<file path="config.mk">
export PLATFORM = sky130hd
export DESIGN_NAME = snd_len_timer
export DESIGN_NICKNAME = d
export VERILOG_FILES = /design/src/rtl/snd_len_pkg.sv /design/src/rtl/snd_len_ctrl.sv /design/src/rtl/snd_len_dp.sv /design/src/rtl/snd_len_timer.sv
export SDC_FILE = /design/constraint.sdc
export NUM_CORES = 1
export LEC_CHECK = 0
export BUFFER_PORTS_ARGS = -buffer_cell sky130_fd_sc_hd__buf_2
export CELL_PAD_IN_SITES_DETAIL_PLACEMENT = 1
export CELL_PAD_IN_SITES_GLOBAL_PLACEMENT = 1
export CORE_MARGIN = 2
export CORE_UTILIZATION = 30
export CTS_BUF_LIST = sky130_fd_sc_hd__clkbuf_8
export DETAILED_ROUTE_END_ITERATION = 12
export GPL_ROUTABILITY_DRIVEN = 0
export GPL_TIMING_DRIVEN = 0
export PLACE_DENSITY_LB_ADDON = 0.1
export RECOVER_POWER = 50
export SETUP_SLACK_MARGIN = 0.5
export SYNTH_ARGS = -nofsm -noshare
export SYNTH_HDL_FRONTEND = slang
export SYNTH_HIERARCHICAL = 1
export SYNTH_SLANG_ARGS = --single-unit
</file>
<file path="constraint.sdc">
create_clock -name clk -period 2.2 [get_ports clk]
set_input_delay 0.44 -clock clk [delete_from_list [all_inputs] [get_ports clk]]
set_output_delay 0.44 -clock clk [all_outputs]
set_load 0.02 [all_outputs]
</file>
<file path="src/rtl/snd_len_pkg.sv">
package snd_len_pkg;

  // Register select values on wrAddr
  localparam logic ADDR_LEN = 1'b0;
  localparam logic ADDR_CTL = 1'b1;

  // Control byte bit positions
  localparam int ARM_BIT  = 6;
  localparam int TRIG_BIT = 7;

  // Strobes from the control decoder to the counter datapath
  typedef struct packed {
    logic lenWr;      // load the counter from the length byte
    logic ctrlWr;     // control write this cycle
    logic newArm;     // arm bit carried by the control write
    logic trig;       // trigger bit of the control write
    logic extraDec;   // control write takes an immediate extra count
    logic reloadDec;  // a reload from zero also takes one count
    logic stepDec;    // sequencer strobe may count down this cycle
  } lenStrobes_t;

endpackage

</file>
<file path="src/rtl/snd_len_ctrl.sv">
module snd_len_ctrl
  import snd_len_pkg::*;
#(
  parameter bit ALT_IDLE_CLOCK = 1'b0
) (
  input  logic        wrEn,
  input  logic        wrAddr,
  input  logic [7:0]  wrData,
  input  logic        stepStrobe,
  input  logic        firstHalf,
  input  logic        armQ,
  output lenStrobes_t strb
);

  logic ctrlHit;
  logic newArm;
  logic idleExtra;

  assign ctrlHit = wrEn && (wrAddr == ADDR_CTL);
  assign newArm  = wrData[ARM_BIT];

  // The variant decides whether a write that stays disarmed costs a count
  generate
    if (ALT_IDLE_CLOCK) begin : g_idleClk
      assign idleExtra = !newArm;
    end else begin : g_idleNone
      assign idleExtra = 1'b0;
    end
  endgenerate

  always_comb begin
    strb           = '0;
    strb.lenWr     = wrEn && (wrAddr == ADDR_LEN);
    strb.ctrlWr    = ctrlHit;
    strb.newArm    = newArm;
    strb.trig      = ctrlHit && wrData[TRIG_BIT];
    // only a write from the disarmed state can take the extra count
    strb.extraDec  = ctrlHit && firstHalf && !armQ && (newArm || idleExtra);
    strb.reloadDec = newArm && firstHalf;
    // register writes take precedence over the sequencer strobe
    strb.stepDec   = stepStrobe && !wrEn && armQ;
  end

endmodule

</file>
<file path="src/rtl/snd_len_dp.sv">
module snd_len_dp
  import snd_len_pkg::*;
#(
  parameter int MAX_LEN = 64,
  parameter int LOAD_W  = $clog2(MAX_LEN),
  parameter int CNT_W   = LOAD_W + 1
) (
  input  logic             clk,
  input  logic             rst,
  input  lenStrobes_t      strb,
  input  logic [7:0]       wrData,
  input  logic             dacOn,
  output logic             armQ,
  output logic             activeQ,
  output logic [CNT_W-1:0] cntQ
);

  localparam logic [CNT_W-1:0] MAX_V = CNT_W'(MAX_LEN);
  localparam logic [CNT_W-1:0] ONE_V = CNT_W'(1);

  logic [CNT_W-1:0] loadVal;
  logic [CNT_W-1:0] cntAfterExtra;
  logic [CNT_W-1:0] cntNext;
  logic             armNext;
  logic             activeNext;
  logic             extraHit;

  // the length byte is written as (maximum - length)
  assign loadVal = MAX_V - CNT_W'(wrData[LOAD_W-1:0]);

  // first stage: the extra count of a control write, which respects the freeze
  assign extraHit      = strb.extraDec && (cntQ != '0);
  assign cntAfterExtra = extraHit ? (cntQ - ONE_V) : cntQ;

  always_comb begin
    cntNext    = cntQ;
    armNext    = armQ;
    activeNext = activeQ;
    if (strb.lenWr) begin
      cntNext = loadVal;
    end else if (strb.ctrlWr) begin
      armNext = strb.newArm;
      cntNext = cntAfterExtra;
      if (extraHit && (cntAfterExtra == '0)) begin
        activeNext = 1'b0;
      end
      // second stage: a trigger unfreezes a zero count
      if (strb.trig) begin
        if (cntAfterExtra == '0) begin
          cntNext = strb.reloadDec ? (MAX_V - ONE_V) : MAX_V;
        end
        if (dacOn) begin
          activeNext = 1'b1;
        end
      end
    end else if (strb.stepDec && (cntQ != '0)) begin
      cntNext = cntQ - ONE_V;
      if (cntQ == ONE_V) begin
        activeNext = 1'b0;
      end
    end
    if (!dacOn) begin
      activeNext = 1'b0;
    end
  end

  always_ff @(posedge clk) begin
    if (rst) begin
      cntQ    <= '0;
      armQ    <= 1'b0;
      activeQ <= 1'b0;
    end else begin
      cntQ    <= cntNext;
      armQ    <= armNext;
      activeQ <= activeNext;
    end
  end

endmodule

</file>
<file path="src/rtl/snd_len_timer.sv">
module snd_len_timer
  import snd_len_pkg::*;
#(
  parameter int MAX_LEN        = 64,
  parameter bit ALT_IDLE_CLOCK = 1'b0,
  parameter int LOAD_W         = $clog2(MAX_LEN),
  parameter int CNT_W          = LOAD_W + 1
) (
  input  logic             clk,
  input  logic             rst,
  input  logic             wrEn,
  input  logic             wrAddr,
  input  logic [7:0]       wrData,
  input  logic             stepStrobe,
  input  logic             firstHalf,
  input  logic             dacOn,
  output logic             chanActive,
  output logic [CNT_W-1:0] lenValue
);

  lenStrobes_t strb;
  logic        lenArmQ;
  logic        activeQ;

  snd_len_ctrl #(
    .ALT_IDLE_CLOCK(ALT_IDLE_CLOCK)
  ) ctrl_i (
    .wrEn      (wrEn),
    .wrAddr    (wrAddr),
    .wrData    (wrData),
    .stepStrobe(stepStrobe),
    .firstHalf (firstHalf),
    .armQ      (lenArmQ),
    .strb      (strb)
  );

  snd_len_dp #(
    .MAX_LEN(MAX_LEN),
    .LOAD_W (LOAD_W),
    .CNT_W  (CNT_W)
  ) dp_i (
    .clk    (clk),
    .rst    (rst),
    .strb   (strb),
    .wrData (wrData),
    .dacOn  (dacOn),
    .armQ   (lenArmQ),
    .activeQ(activeQ),
    .cntQ   (lenValue)
  );

  assign chanActive = activeQ;

endmodule

</file>
==> run summary <==
* run status: complete, but fails checks
* violations in the final reports: setup timing
* CTS root buffer: clkbuf_8
* Avg WL per Cell: 17.87 um
* leakage power total: 0.7118 nW
* number of hold-repair buffers added at the cts stage: 0
* cell type with the largest total area after synthesis: dfxtp_1
* total number of placement rows: 22
* Fmax: 451.5 MHz
* total iterations of the first detailed-routing run: 4
* Max Cap Violations: 0
* DRC marker count from the first detailed-route iteration: 56
* # diodes: 0
* CTS buffer count: 3
* Syn Nets: 158
* Least-Margin Pin Slew: 0.5633 ns
* sequential area share after synthesis: 15.86%
* Worst Path Max Fanout: 10
* via count: 1,266
* chip height: 65.54 um
* xor/xnor share of the synthesized area: 7.709%
* CP Capture Type: flip-flop
* number of synthesized flops with an enable pin: 0
* main area contributors after synthesis: dfxtp_1 (16%), nor2_1 (5.0%), ha_1 (4.4%), xnor2_1 (3.9%), xor2_1 (3.9%)
* clock tree from TritonCTS: done
* global-route wire length before repair: 6.534 mm
* crit share post-route: 100.7%
* main combinational cell family by area after synthesis: simple AND/OR/NAND/NOR gates
* Async S/R FF share, synth: 0%
* number of cells on the worst hold path: 3
* worst voltage drop across the vdd grid: 274.3 uV
* residual antenna-violating net count after detailed routing: 0
* Synth Area per Inst: 8.173 sq um
* critical path class: reg2reg
* antenna violations before repair: 0
* number of endpoints with negative hold slack in the final report: 0
* clock insertion delay at the later pin of the skew report: 0.23 ns
* placeable core region: 3661 sq um
* Yosys warning total: 6
* number of standard cells in the final layout excluding fillers: 240
* areal power density over the cells: 509.0 nW/um^2
* setup repair after global routing missed its margin: true
* Layout Skew: 0.003530 ns
* clock transition time at the flip-flop clock pins of the worst setup and hold paths: 0.05 ns
* number of max-slew violations in the final report: 0
* worst-case headroom to the max-slew limit: 62.30%
* final setup violation count: 1
* Sink Count: 9
* full die area: 4295 sq um
* number of distinct standard cells referenced by the synthesized netlist: 57
* via density per instance: 5.275
* initial cell density of the core: 31.03%
* synthesized-area fraction occupied by ao, oa, aoi and oai cells: 27.20%
* DR DRC count: 0
* half-perimeter wire length after placement: 2.718 mm
* global route overflow: 0
* placed cell count: 208
* I/O Pins: 23
* data arrival time of the critical path: 2.32 ns
* post-synthesis simple-gate area fraction: 33.26%
* number of nets in the finished design: 212
* global router's overall resource usage: 19.96%
* Clock H-tree levels: 1
* adder and majority gate portion of the synthesized area: 4.405%
* area growth from synthesis to layout: 61.01%
* dpl ws: -0.2552 ns
* most used flip-flop cell after synthesis: dfxtp_1
* largest buffer count on any clock path: 2
* cell types with the highest counts after synthesis: nor2_1 (15), nand2_1 (11), dfxtp_1 (9)
* total of buffers placed on input and output ports: 21
* via count of the first global-routing pass: 1,300
* x dimension of the die: 65.54 um
* type of the tightest min-delay check: in2reg
* WHS: 0.4380 ns
* count of state elements after synthesis: 9
* fraction of layout cells with a size suffix above 1: 58.33%
* synthesized instance count: 139
* startpoint types: flip-flop
* Register-to-Register Path Depth: 7
* setup total negative slack: -0.01488 ns
* final period demand of the worst path: 2.215 ns
* area fraction of the dominant cell type after synthesis: 15.86%
* Synth Cell Area: 1136 sq um
* worst path required time: 2.31 ns
* multiplexer area fraction after synthesis: 2.643%
* largest net degree at the start of global routing: 11
* final WL: 4.289 mm
* final setup margin: -0.01488 ns
* top-count cell post-synth: nor2_1
## logic make-up after synthesis
kind of cell    after synthesis
simple gates                 60
compound gates               35
buf+inv                      18
xor+xnor                     10
flops                         9
fa+ha+maj                     4
mux                           3
## final timing paths
check	start	to	slack [ns]
min reg2reg	dp_i/activeQ	dp_i/activeQ	0.50
min	dacOn	dp_i/activeQ	0.44
max reg2reg	dp_i/cntQ[5]	dp_i/cntQ[5]	-0.01
max	dp_i/cntQ[5]	dp_i/cntQ[5]	-0.01
## layout make-up
class,count,area (sq um)
Fill cell,447,1832
Clock inverter,1,3.754
Timing Repair Buffer,49,321.6
Sequential cell,9,188.9
Multi-Input combinational cell,112,1089
Clock buffer,3,41.29
Buffer,11,93.84
Tap cell,48,60.06
Inverter,7,31.28
## through the flow
step	instance area [sq um]	util [%]	power, W
floorplan	1206	-	0.0004801
global placement	1371	37.46	0.0005641
detailed placement	1371	37.46	0.0005696
CTS	1654	45.18	0.0008504
global route	1829	49.97	0.0009892
finish	1829	49.97	0.0009310
## power by group
part | switching, W | internal, W | total, W
clock network | 0.0000701 | 0.000122 | 0.000192
registers | 0.0000172 | 0.000178 | 0.000195
logic | 0.000293 | 0.000251 | 0.000544
## metal layers
metal	up-vias	global-route usage (%)	share of wire, %
met3	8	2.226	1.9
met2	19	35.84	53
met5	-	0	0
met1	623	24.53	43
met4	0	6.771	2.4
li1	616	-	-
## critical path, stage by stage, from the launching register on
cell	delay, ns
dfxtp_1	0.32
clkbuf_8	0.17
or4b_4	0.60
nor2_1	0.37
nor3_1	0.11
nand3b_1	0.22
o221ai_4	0.21
a211oi_2	0.09
## sequential cells by signal, summed over array words and instances (netlist names)
| register | flops |
|---|---|
| dp_i/activeQ | 1 |
| dp_i/armQ | 1 |
| dp_i/cntQ | 7 |
## placed cells by master (no fill, tap or decap), types with 3 or more instances in the layout
cell type  netlist  final
clkbuf_8         0      4
buf_6            2      6
inv_1            7      6
nand2_1         11     11
nor3_1           5      4
xor2_1           5      4
xnor2_1          5      5
dfxtp_1          9      6
nand3_1          4      3
nor2_1          15     14
mux2i_1          3      3
buf_4            3     28
a211oi_2         1      3
buf_2            4     23
a21oi_2          1      3
## timing repair
item,in CTS,in global routing
pin swaps,16,15
gates resized for setup,14,19
endpoints found under the setup margin,8,8
buffers inserted,19,9
Note: power is estimated with default switching activity, not from simulation.
